[config.mk]
export PLATFORM = sky130hd
export DESIGN_NAME = baud_tick_gen
export DESIGN_NICKNAME = d
export VERILOG_FILES = /design/src/rtl/baudgen_pkg.sv /design/src/rtl/bdg_div_regs.sv /design/src/rtl/bdg_prescale.sv /design/src/rtl/bdg_divider.sv /design/src/rtl/baud_tick_gen.sv
export SDC_FILE = /design/constraint.sdc
export NUM_CORES = 1
export LEC_CHECK = 0
export BUFFER_PORTS_ARGS = -buffer_cell sky130_fd_sc_hd__buf_2
export CORE_UTILIZATION = 38
export CTS_BUF_LIST = sky130_fd_sc_hd__clkbuf_4
export CTS_CLUSTER_SIZE = 20
export DETAILED_ROUTE_END_ITERATION = 12
export GPL_TIMING_DRIVEN = 0
export PLACE_DENSITY = 0.67
export SLEW_MARGIN = 20
export SYNTH_ARGS = -nofsm -noshare
export SYNTH_HDL_FRONTEND = slang
export SYNTH_SLANG_ARGS = --single-unit
[constraint.sdc]
create_clock -name clk -period 3.05 [get_ports clk]
set_clock_uncertainty 0.15 [all_clocks]
set_input_delay 0.4575 -clock clk [delete_from_list [all_inputs] [get_ports clk]]
set_output_delay 0.4575 -clock clk [all_outputs]
set_load 0.03 [all_outputs]
[src/rtl/baudgen_pkg.sv]
package baudgen_pkg;
    // Which divisor byte a write targets.
    typedef enum logic {
        SEL_LO = 1'b0,
        SEL_HI = 1'b1
    } byte_sel_e;

    // Number of bytes that make up the divisor.
    localparam int DIV_BYTES = 2;
endpackage

[src/rtl/bdg_div_regs.sv]
// bdg_div_regs: holds the divisor as separate byte registers.
// A write is accepted only while the access bit is high. In the same
// cycle, the module drives the post-write divisor value and a reload
// strobe for the counter.
// Assumes: at most one byte is written per cycle.
module bdg_div_regs
    import baudgen_pkg::*;
#(
    parameter int BYTE_W = 8,
    localparam int DIV_W = BYTE_W * DIV_BYTES
) (
    input  logic              clk,
    input  logic              rst_n,
    input  logic              access_i,
    input  logic              wr_en_i,
    input  logic              wr_hi_i,
    input  logic [BYTE_W-1:0] wr_data_i,
    output logic [DIV_W-1:0]  div_o,
    output logic [DIV_W-1:0]  next_div_o,
    output logic              reload_o
);
    logic wr_ok;

    // Accept a write only while the divisor registers are mapped in.
    always_comb wr_ok = wr_en_i & access_i;

    assign reload_o = wr_ok;

    for (genvar g = 0; g < DIV_BYTES; g++) begin : g_byte
        localparam byte_sel_e SEL = (g == 0) ? SEL_LO : SEL_HI;
        logic [BYTE_W-1:0] q;
        logic              hit;

        // This byte is the target of the current write.
        always_comb hit = wr_ok & (byte_sel_e'(wr_hi_i) == SEL);

        // Store the byte on an accepted write to this lane.
        always_ff @(posedge clk) begin
            if (!rst_n)   q <= '0;
            else if (hit) q <= wr_data_i;
        end

        assign div_o[g*BYTE_W +: BYTE_W]      = q;
        assign next_div_o[g*BYTE_W +: BYTE_W] = hit ? wr_data_i : q;
    end
endmodule

[src/rtl/bdg_prescale.sv]
// bdg_prescale: optional divide-by-2^PRE_W enable ahead of the divider.
// When sel_i is 0 the enable is high every cycle. When sel_i is 1 it
// is high once per 2^PRE_W cycles. clear_i restarts the phase.
// Assumes: clear_i is a single-cycle strobe.
module bdg_prescale #(
    parameter int PRE_W = 2
) (
    input  logic clk,
    input  logic rst_n,
    input  logic clear_i,
    input  logic sel_i,
    output logic en_o
);
    logic [PRE_W-1:0] phase_q;

    // Free-running phase counter, restarted by a reload.
    always_ff @(posedge clk) begin
        if (!rst_n || clear_i) phase_q <= '0;
        else                   phase_q <= phase_q + 1'b1;
    end

    // Issue an enable each cycle, or only on the last phase slot.
    always_comb en_o = sel_i ? (&phase_q) : 1'b1;
endmodule

[src/rtl/bdg_divider.sv]
// bdg_divider: down-counter that emits a registered tick when it hits 1,
// then reloads from the divisor.
// A load restarts the count from load_val_i. A divisor of 0 holds the
// counter and emits nothing.
// Assumes: div_i is the currently stored divisor.
module bdg_divider #(
    parameter int CNT_W = 16
) (
    input  logic             clk,
    input  logic             rst_n,
    input  logic             load_i,
    input  logic [CNT_W-1:0] load_val_i,
    input  logic [CNT_W-1:0] div_i,
    input  logic             en_i,
    output logic             tick_o
);
    logic [CNT_W-1:0] cnt_q;
    logic             tick_q;
    logic             run;
    logic             expire;

    // Count only when enabled and a nonzero divisor is present.
    always_comb run = en_i & (div_i != '0);

    // Terminal state; a stale 0 also counts as expired.
    always_comb expire = (cnt_q <= CNT_W'(1));

    // Counter: load on a write, reload on expiry, otherwise decrement.
    always_ff @(posedge clk) begin
        if (!rst_n)      cnt_q <= '0;
        else if (load_i) cnt_q <= load_val_i;
        else if (run)    cnt_q <= expire ? div_i : cnt_q - 1'b1;
    end

    // Registered tick, one cycle per expiry.
    always_ff @(posedge clk) begin
        if (!rst_n || load_i) tick_q <= 1'b0;
        else                  tick_q <= run & expire;
    end

    assign tick_o = tick_q;
endmodule

[src/rtl/baud_tick_gen.sv]
// baud_tick_gen: top of the baud-rate tick generator.
// Wires together the divisor registers, the optional prescale and the
// down-counter. Readback is gated by the access bit.
// Assumes: synchronous active-low reset; clk is the reference clock.
module baud_tick_gen
    import baudgen_pkg::*;
#(
    parameter int BYTE_W = 8,
    parameter int PRE_W  = 2,
    localparam int DIV_W = BYTE_W * DIV_BYTES
) (
    input  logic              clk,
    input  logic              rst_n,
    input  logic              dl_access_i,
    input  logic              prescale_sel_i,
    input  logic              wr_en_i,
    input  logic              wr_hi_i,
    input  logic [BYTE_W-1:0] wr_data_i,
    output logic [BYTE_W-1:0] div_lo_o,
    output logic [BYTE_W-1:0] div_hi_o,
    output logic              tick_o
);
    logic [DIV_W-1:0] div_q;
    logic [DIV_W-1:0] next_div;
    logic             reload;
    logic             pre_en;

    bdg_div_regs #(.BYTE_W(BYTE_W)) u_regs (
        .clk        (clk),
        .rst_n      (rst_n),
        .access_i   (dl_access_i),
        .wr_en_i    (wr_en_i),
        .wr_hi_i    (wr_hi_i),
        .wr_data_i  (wr_data_i),
        .div_o      (div_q),
        .next_div_o (next_div),
        .reload_o   (reload)
    );

    bdg_prescale #(.PRE_W(PRE_W)) u_pre (
        .clk     (clk),
        .rst_n   (rst_n),
        .clear_i (reload),
        .sel_i   (prescale_sel_i),
        .en_o    (pre_en)
    );

    bdg_divider #(.CNT_W(DIV_W)) u_div (
        .clk        (clk),
        .rst_n      (rst_n),
        .load_i     (reload),
        .load_val_i (next_div),
        .div_i      (div_q),
        .en_i       (pre_en),
        .tick_o     (tick_o)
    );

    // Readback shows the stored bytes only while access is granted.
    always_comb begin
        div_lo_o = dl_access_i ? div_q[BYTE_W-1:0]      : '0;
        div_hi_o = dl_access_i ? div_q[DIV_W-1:BYTE_W]  : '0;
    end
endmodule

==> results of run 1 <==
[power groups by stage]
stage          logic (mW)  clock network, mW  registers, mW
2_1_floorplan       0.672                  0          0.581
3_3_place_gp        0.798                  0          0.594
3_5_place_dp        0.807                  0          0.598
4_1_cts             0.812              0.261          0.587
5_1_grt             0.897              0.280          0.597
6_report            0.812              0.260          0.588
[stage by stage]
stage / setup slack (ps) / utilization, % / hold slack (ps) / cell area, um^2
detailed placement: 541 / 44.4 / 269 / 2310
floorplan: 864 / - / 247 / 2080
CTS: 540 / 45.5 / 223 / 2370
finish: 524 / 45.5 / 225 / 2370
global route: 370 / 45.5 / 224 / 2370
global placement: 562 / 44.4 / 263 / 2310
[sequential cells by signal, summed over array words and instances (netlist names)]
| signal | cells |
|---|---|
| u_div.cnt_q | 16 |
| u_regs.g_byte.q | 16 |
| u_div.tick_o | 1 |
| u_pre.phase_q | 2 |
[layer usage]
metal  GRT usage (%)  share of wire (%)
met1            26.8                 48
met2            31.8                 47
met3            3.23                4.0
met4            5.96               0.90
met5               0                  0
[final timing paths]
path	start	endpoint	slack [ps]	cells past startpoint
worst max-delay path	u_div.cnt_q[2]$_SDFFE_PN0P_	u_div.cnt_q[5]$_SDFFE_PN0P_	520	7
worst min-delay path	rst_n	u_pre.phase_q[0]$_SDFF_PP0_	220	3
worst max register to register	u_div.cnt_q[2]$_SDFFE_PN0P_	u_div.cnt_q[5]$_SDFFE_PN0P_	520	7
worst min register to register	u_pre.phase_q[0]$_SDFF_PP0_	u_pre.phase_q[0]$_SDFF_PP0_	290	1
[worst max-delay path: cells and delay by family, from the launching register on]
kind / cells / cell delay [ps]
multiplexers: 1 / 150
AND/OR/NAND/NOR: 3 / 1240
buffers and inverters: 2 / 310
flip-flops: 1 / 400
AO/OA/AOI/OAI: 1 / 140
[final cells by class]
class / instances / area, um^2 / area share, %
multi-input cells: 184 / 1300 / 55.0
repair buffers: 28 / 140 / 5.92
well taps: 70 / 87.6 / 3.70
inverters: 2 / 7.51 / 0.317
clock inverters: 3 / 20.0 / 0.846
clock buffers: 5 / 37.5 / 1.59
plain buffers: 13 / 72.6 / 3.07
flip-flops and latches: 35 / 701 / 29.6
[cells in the final DEF (no fill, tap or decap), drive strengths merged]
cell type   n
a21boi      8
a21oi       2
a41oi       1
and2       17
and3        1
buf        31
clkbuf     15
clkinv      1
clkinvlp    2
dfxtp      35
ha          3
inv         2
mux2i      38
nand2      37
nand3       4
nand3b      2
nand4       4
nand4b      2
nor2       11
nor2b       9
nor3        3
nor3b       2
nor4        7
o21ai       1
o221ai     15
o22ai       1
o31ai       1
or2         1
or3         1
xnor2      10
xor2        3
[kinds of logic (layout without fill, tap and decap cells)]
kind of cell,Yosys count,after routing,share of synthesized area [%]
fa+ha+maj,3,3,1.80
simple gates,101,101,26.0
compound gates,29,29,11.0
mux,38,38,18.3
buf+inv,15,51,3.85
xor+xnor,13,13,5.47
flops,35,35,33.7
==> flow_summary.json, run 1 <==
{
  "synth_flop_cell": "dfxtp_1",
  "synthTopCellsByArea": "dfxtp_1 34%, mux2i_1 18%, nand2_1 6.7%",
  "synth_top_area_share_pct": 33.7,
  "antenna_found_initial": 0,
  "rsz0062_at_grt": "no",
  "path_clk_slew_ps": 120,
  "power.switching_mw": 0.661,
  "avgSynthCellArea_um2": 8.90,
  "gp_congestion": 0.795,
  "route.vias.total": 1822,
  "critPathSlowestCell": "nor4_4",
  "coreArea_um2": 5200,
  "min_period_over_period_pct": 82.8,
  "first_pass_iters": 4,
  "path_max_fanout": 10,
  "root_buffer": "clkbuf_4",
  "p_per_area_nw_per_um2": 701,
  "critical_path.startpoint_type": "register",
  "max_freq_ghz": 0.396,
  "setup_violations": 0,
  "ys_seq_area_share_pct": 33.7,
  "switching_share_pct": 39.8,
  "holdBufCountCts": 0,
  "synth_seq_cells": 35,
  "drtIter0Drc": 87,
  "antenna_left": 0,
  "finalNetCount": 286,
  "combPwrFrac_pct": 48.9,
  "slowest_delay_ps": 610,
  "clockBufferDepth": 2,
  "routed_wl_um": 5440,
  "totalPowerFinal_mw": 1.66,
  "finalCriticalPeriod_ps": 2530,
  "h-tree-depth": 2,
  "instances_no_fill": 340,
  "core.rowCount": 26,
  "tightest_slew_ps": 733,
  "yosysUniqueCellTypes": 35,
  "worst_ep_required_time_ps": 3110,
  "port_buffers": 28,
  "clkPwrFrac_pct": 15.7,
  "seqPwrFrac_pct": 35.4,
  "dp_cells": 332,
  "hp-class": "input pin to register",
  "syn_area_um2": 2080,
  "synth_edf_count": 0,
  "synthMostInstantiatedCell": "mux2i_1",
  "ys.warnings.count": 0,
  "cts_tree": "yes",
  "internal_power_mw": 0.998,
  "drt-wirelength-per-cell_um": 16.0,
  "overflow": 0,
  "fillers": 531,
  "grt_max_degree": 13,
  "drc": 0,
  "synth_largest_area_cell": "dfxtp_1",
  "cts_buffers": 5,
  "synthCells": 234,
  "cts_resized": 0,
  "cp_data_arrival_time_ps": 2580,
  "maxCapViolations": 0,
  "area_growth_pct": 13.7,
  "die-area_um2": 5780,
  "leakage_nw": 1.05,
  "path_cells": "nor4_4, nand4_2, or3_1, buf_6, buf_12, mux2i_1, o221ai_1",
  "peakVddDrop_mv": 0.256,
  "hold_viol_final": 0,
  "syn-num-nets": 251,
  "max-slew-margin-rel_pct": 51.1,
  "dp_hpwl_um": 3950,
  "die_y_um": 76.0,
  "die_w_um": 76.0,
  "synthArstFlopShare_pct": 0,
  "grt_pass1_vias": 1716,
  "grt_pass1_wl_um": 8990,
  "tns_ps": 0,
  "slew_viol_final": 0,
  "track_usage_pct": 19.7,
  "outcome": "completed",
  "cp-end-kind": "register",
  "critPathKind": "register to register",
  "cts.sinks": 35,
  "antenna_cells": 0,
  "yosys-top-cells-count": "38 x mux2i_1, 37 x nand2_1, 35 x dfxtp_1, 16 x and2_1, 15 x o221ai_1",
  "viasPerCell": 5.36,
  "boundaryPins": 31,
  "start_util_pct": 40.0,
  "clk_latency_ps": 350,
  "post_cts_buffers": 0,
  "drive_above_1_share_pct": 15.6
}
(Power assumes the default switching activity.)
==> run 2, diff against run 1 <==
==> constraint.sdc (replaced) <==
create_clock -name clk -period 2.6 [get_ports clk]
set_clock_uncertainty 0.15 [all_clocks]
set_input_delay 0.39 -clock clk [delete_from_list [all_inputs] [get_ports clk]]
set_output_delay 0.39 -clock clk [all_outputs]
set_load 0.03 [all_outputs]
==> run 2 against run 1 <==
Against the previous run:
- critical path depth stayed put
- first-iteration DRC count is 15% lower
- count of clock-buffer cells in the layout stayed put
- clock power is 17% higher
- wire length is 1.5% higher
- combinational power is 23% higher
- global-route usage stayed put
- sequential share of layout area is 0.28 points lower
- core utilization is 0.43 points higher
- die area stayed put
- total power is 20% higher
- sequential power is 17% higher
- critical endpoint unchanged
- largest cell class unchanged
==> flow_summary.json, run 2 (synthesized netlist as in run 1, its figures left out) <==
{
  "antenna_found_initial": 0,
  "coreArea_um2": 5200,
  "grt_pass1_vias": 1716,
  "dp_cells": 332,
  "critical_path.startpoint_type": "register",
  "start_util_pct": 40.0,
  "die-area_um2": 5780,
  "first_pass_iters": 4,
  "port_buffers": 28,
  "cts_resized": 0,
  "slew_viol_final": 0,
  "switching_share_pct": 39.4,
  "route.vias.total": 1855,
  "gp_congestion": 0.795,
  "core.rowCount": 26,
  "clk_latency_ps": 350,
  "cp-end-kind": "register",
  "viasPerCell": 5.41,
  "layout_commonest_cell": "mux2i_1",
  "antenna_left": 0,
  "max-slew-margin-rel_pct": 50.9,
  "holdBufCountCts": 0,
  "cp_data_arrival_time_ps": 2420,
  "crit_buf_inv": 2,
  "path_max_fanout": 10,
  "cp.depth": 7,
  "root_buffer": "clkbuf_4",
  "tns_ps": 0,
  "drtIter0Drc": 74,
  "boundaryPins": 31,
  "leakage_nw": 1.06,
  "seqCellArea_um2": 701,
  "drive_above_1_share_pct": 16.5,
  "peakVddDrop_mv": 0.284,
  "max_freq_ghz": 0.423,
  "routed_wl_um": 5520,
  "tightest_slew_ps": 736,
  "clockBufferDepth": 2,
  "reg.largest.list": "u_div.cnt_q x16, u_regs.g_byte.q x16, u_pre.phase_q x2",
  "h-tree-depth": 2,
  "drt-wirelength-per-cell_um": 16.1,
  "clkPwrFrac_pct": 15.2,
  "finalCriticalPeriod_ps": 2360,
  "slowest_delay_ps": 500,
  "track_usage_pct": 19.7,
  "setup_violations": 0,
  "r2r_cells": 7,
  "overflow": 0,
  "area_growth_pct": 14.8,
  "cts_tree": "yes",
  "die_w_um": 76.0,
  "path_clk_slew_ps": 120,
  "rsz0062_at_grt": "no",
  "grt_pass1_wl_um": 8990,
  "die_y_um": 76.0,
  "maxCapViolations": 0,
  "multi_input_area_um2": 1300,
  "outcome": "completed",
  "cp_top_family": "simple AND/OR/NAND/NOR gates",
  "internal_power_mw": 1.20,
  "antenna_cells": 0,
  "hp-class": "input pin to register",
  "post-route-util_pct": 45.9,
  "cts_buffers": 5,
  "post_cts_buffers": 0,
  "seqPwrFrac_pct": 34.7,
  "finalNetCount": 289,
  "critPathKind": "register to register",
  "instances_no_fill": 343,
  "critPathSlowestCell": "nor4_2",
  "grt_max_degree": 13,
  "power.switching_mw": 0.785,
  "cts.sinks": 35,
  "worst_ep_required_time_ps": 2650,
  "combPwrFrac_pct": 50.1,
  "drc": 0,
  "path_cells": "nor4_2, nand4_2, or3_1, buf_6, buf_12, mux2i_1, o221ai_1",
  "hold_viol_final": 0,
  "final_cell_mix": "38 x mux2i_1, 37 x nand2_1, 35 x dfxtp_1, 28 x buf_2, 16 x and2_1",
  "fillers": 531,
  "min_period_over_period_pct": 90.9,
  "p_per_area_nw_per_um2": 833,
  "hold_depth": 3,
  "dp_hpwl_um": 3950
}
run 2: cell count changes in the layout (fill, tap and decap cells not counted), sizes merged:
cell  before  now
buf       31   34
run 2: path summary, 6_finish.rpt:
check | from | endpoint | slack (ps)
max | u_div.cnt_q[8]$_SDFFE_PN0P_ | u_div.cnt_q[5]$_SDFFE_PN0P_ | 240
min | rst_n | u_pre.phase_q[0]$_SDFF_PP0_ | 160
max reg2reg | u_div.cnt_q[8]$_SDFFE_PN0P_ | u_div.cnt_q[5]$_SDFFE_PN0P_ | 240
min reg2reg | u_pre.phase_q[0]$_SDFF_PP0_ | u_pre.phase_q[0]$_SDFF_PP0_ | 290
run 2: power groups by stage:
stage               logic, mW  clock network (mW)  registers (mW)
global route             1.10               0.329           0.700
CTS                     0.952               0.307           0.689
detailed placement      0.946                   0           0.701
global placement        0.937                   0           0.697
floorplan               0.788                   0           0.682
finish                  0.997               0.303           0.690
run 2: area by class of cell:
cell class,instances,share of cell area (%)
multi-input combinational,184,54.5
sequential,35,29.3
clock buffer,5,1.57
inverter,2,0.314
clock inverter,3,0.838
tap,70,3.66
buffer,13,3.04
timing repair buffer,31,6.81
run 2: metal layers:
| metal | global-route usage [%] | vias up | routed length [um] | part of all wire (%) |
|---|---|---|---|---|
| met5 | 0 | - | 0 | 0 |
| met4 | 5.96 | 0 | 75 | 1.4 |
| met3 | 3.23 | 9 | 259 | 4.7 |
| met2 | 31.8 | 49 | 2560 | 46 |
| met1 | 26.8 | 887 | 2620 | 47 |
| li1 | - | 910 | - | - |
run 2: metrics by stage:
step	hold WS (ps)	setup slack (ps)	total power, mW	cell area, um^2
finish	162	236	1.99	2390
detailed placement	269	91.4	1.65	2310
global route	157	96.9	2.12	2390
global placement	263	112	1.63	2310
floorplan	247	414	1.47	2080
CTS	156	90.1	1.95	2370
run 2: worst reg2reg max path, delay by kind of cell, from the launching register on:
kind                   cells  cell delay, ps
AOI/OAI and AO/OA          1             140
muxes                      1             160
and+or+nand+nor            3            1100
DFF                        1             370
buffers and inverters      2             310
==> run 3, diff against run 2 <==
--- a/config.mk
+++ b/config.mk
@@ -6,6 +6,7 @@
 export NUM_CORES = 1
 export LEC_CHECK = 0
 export BUFFER_PORTS_ARGS = -buffer_cell sky130_fd_sc_hd__buf_2
+export CORE_ASPECT_RATIO = 1.1
 export CORE_UTILIZATION = 38
 export CTS_BUF_LIST = sky130_fd_sc_hd__clkbuf_4
 export CTS_CLUSTER_SIZE = 20
==> run 3 against run 2 <==
Against the previous run:
- sequential power about the same
- critical path depth unchanged
- register-to-register slack improved by 40 ps
- global-route usage up 1.0 points
- critical path type unchanged
- largest cell class unchanged
- final cell count unchanged
- largest power group unchanged
- non-clock buffer count down 2
- design area down 0.73%
==> flow_summary.json, run 3 (synthesized netlist as in run 1, its figures left out) <==
{
  "min_period_over_period_pct": 89.6,
  "die-area_um2": 5780,
  "drc": 0,
  "start_util_pct": 40.5,
  "root_buffer": "clkbuf_4",
  "drtIter0Drc": 108,
  "tightest_slew_ps": 776,
  "worstHoldStart": "rst_n",
  "cts_resized": 0,
  "die_y_um": 79.6,
  "gp_congestion": 0.839,
  "peakVddDrop_mv": 0.323,
  "cts_buffers": 5,
  "core.rowCount": 27,
  "seqCellArea_um2": 701,
  "worst_ep_required_time_ps": 2660,
  "reg.largest.list": "u_div.cnt_q x16, u_regs.g_byte.q x16, u_pre.phase_q x2",
  "max_freq_ghz": 0.429,
  "cts.sinks": 35,
  "path_max_fanout": 10,
  "tns_ps": 0,
  "die_w_um": 72.6,
  "cp_data_arrival_time_ps": 2380,
  "holdBufCountCts": 0,
  "hold_viol_final": 0,
  "placed_area_um2": 2310,
  "post_cts_buffers": 0,
  "area_growth_pct": 13.9,
  "critPathKind": "register to register",
  "path_clk_slew_ps": 120,
  "multi_input_area_um2": 1300,
  "outcome": "completed",
  "critical_path.startpoint_type": "register",
  "max-slew-margin-rel_pct": 48.3,
  "leakage_nw": 1.05,
  "first_pass_iters": 4,
  "h-tree-depth": 2,
  "hold_depth": 3,
  "finalInstanceArea_um2": 2370,
  "critPathLaunch": "u_div.cnt_q[8]$_SDFFE_PN0P_",
  "maxCapViolations": 0,
  "cp-end-kind": "register",
  "antenna_cells": 0,
  "setup_violations": 0,
  "grt_pass1_vias": 1742,
  "track_usage_pct": 20.7,
  "rr_startpoint": "u_div.cnt_q[8]$_SDFFE_PN0P_",
  "antenna_found_initial": 0,
  "cts_tree": "yes",
  "antenna_left": 0,
  "fin_ws_ps": 271,
  "hp-class": "input pin to register",
  "layout_commonest_cell": "mux2i_1",
  "port_buffers": 28,
  "grt_max_degree": 12,
  "r2r_cells": 7,
  "drt-wirelength-per-cell_um": 15.9,
  "grt_pass1_wl_um": 9120,
  "clockBufferDepth": 2,
  "rsz0062_at_grt": "no",
  "pre_cts_ws_ps": 124,
  "drive_above_1_share_pct": 15.1,
  "coreArea_um2": 5130,
  "slew_viol_final": 0,
  "finalCriticalPeriod_ps": 2330,
  "viasPerCell": 5.43,
  "overflow": 0,
  "p_per_area_nw_per_um2": 823,
  "route.vias.total": 1864,
  "final_cell_mix": "38 x mux2i_1, 37 x nand2_1, 35 x dfxtp_1, 28 x buf_2, 16 x and2_1",
  "dp_hpwl_um": 3950,
  "fillers": 527,
  "finalNetCount": 287,
  "clk_latency_ps": 340,
  "routed_wl_um": 5450,
  "boundaryPins": 31
}
run 3: metrics by stage:
stage / hold slack [ps] / std cells / utilization [%] / total power [mW]
finish: 158 / 343 / 46.2 / 1.95
global route: 153 / 343 / 46.2 / 2.07
CTS: 142 / 342 / 46.1 / 1.94
detailed placement: 269 / 334 / 45.0 / 1.65
global placement: 262 / 334 / 45.0 / 1.63
floorplan: 247 / 234 / - / 1.47
run 3: layout make-up:
| class | instances | share of cell area, % |
|---|---|---|
| buffer | 13 | 3.06 |
| clock buffer | 5 | 1.58 |
| tap | 72 | 3.80 |
| timing repair buffer | 29 | 6.22 |
| multi-input combinational | 184 | 54.9 |
| clock inverter | 3 | 0.633 |
| inverter | 2 | 0.316 |
| sequential | 35 | 29.5 |
run 3: power breakdown:
part           leakage (nW)  switching (mW)  internal [mW]
sequential            0.286          0.0887          0.601
clock                0.0263           0.196         0.0992
combinational         0.741           0.487          0.479
run 3: path summary, 6_finish.rpt:
path	to	slack, ps
setup / recovery	u_div.cnt_q[5]$_SDFFE_PN0P_	270
hold / removal	u_pre.phase_q[0]$_SDFF_PP0_	160
setup reg to reg	u_div.cnt_q[5]$_SDFFE_PN0P_	270
hold reg to reg	u_pre.phase_q[0]$_SDFF_PP0_	280
run 3: worst max-delay path, cell delays in order (launching register included):
cell and delay (ps):
dfxtp_1 380, nor4_2 470, nand4_2 210, or3_1 390, buf_6 160, buf_12 150
mux2i_1 150, o221ai_1 130
run 3: metal layers:
layer / vias to the layer above / GRT usage, % / wire (um)
met5: - / 0 / 0
met4: 0 / 6.47 / 85
met3: 9 / 3.54 / 398
met2: 82 / 33.0 / 2570
met1: 861 / 28.2 / 2400
li1: 912 / - / -
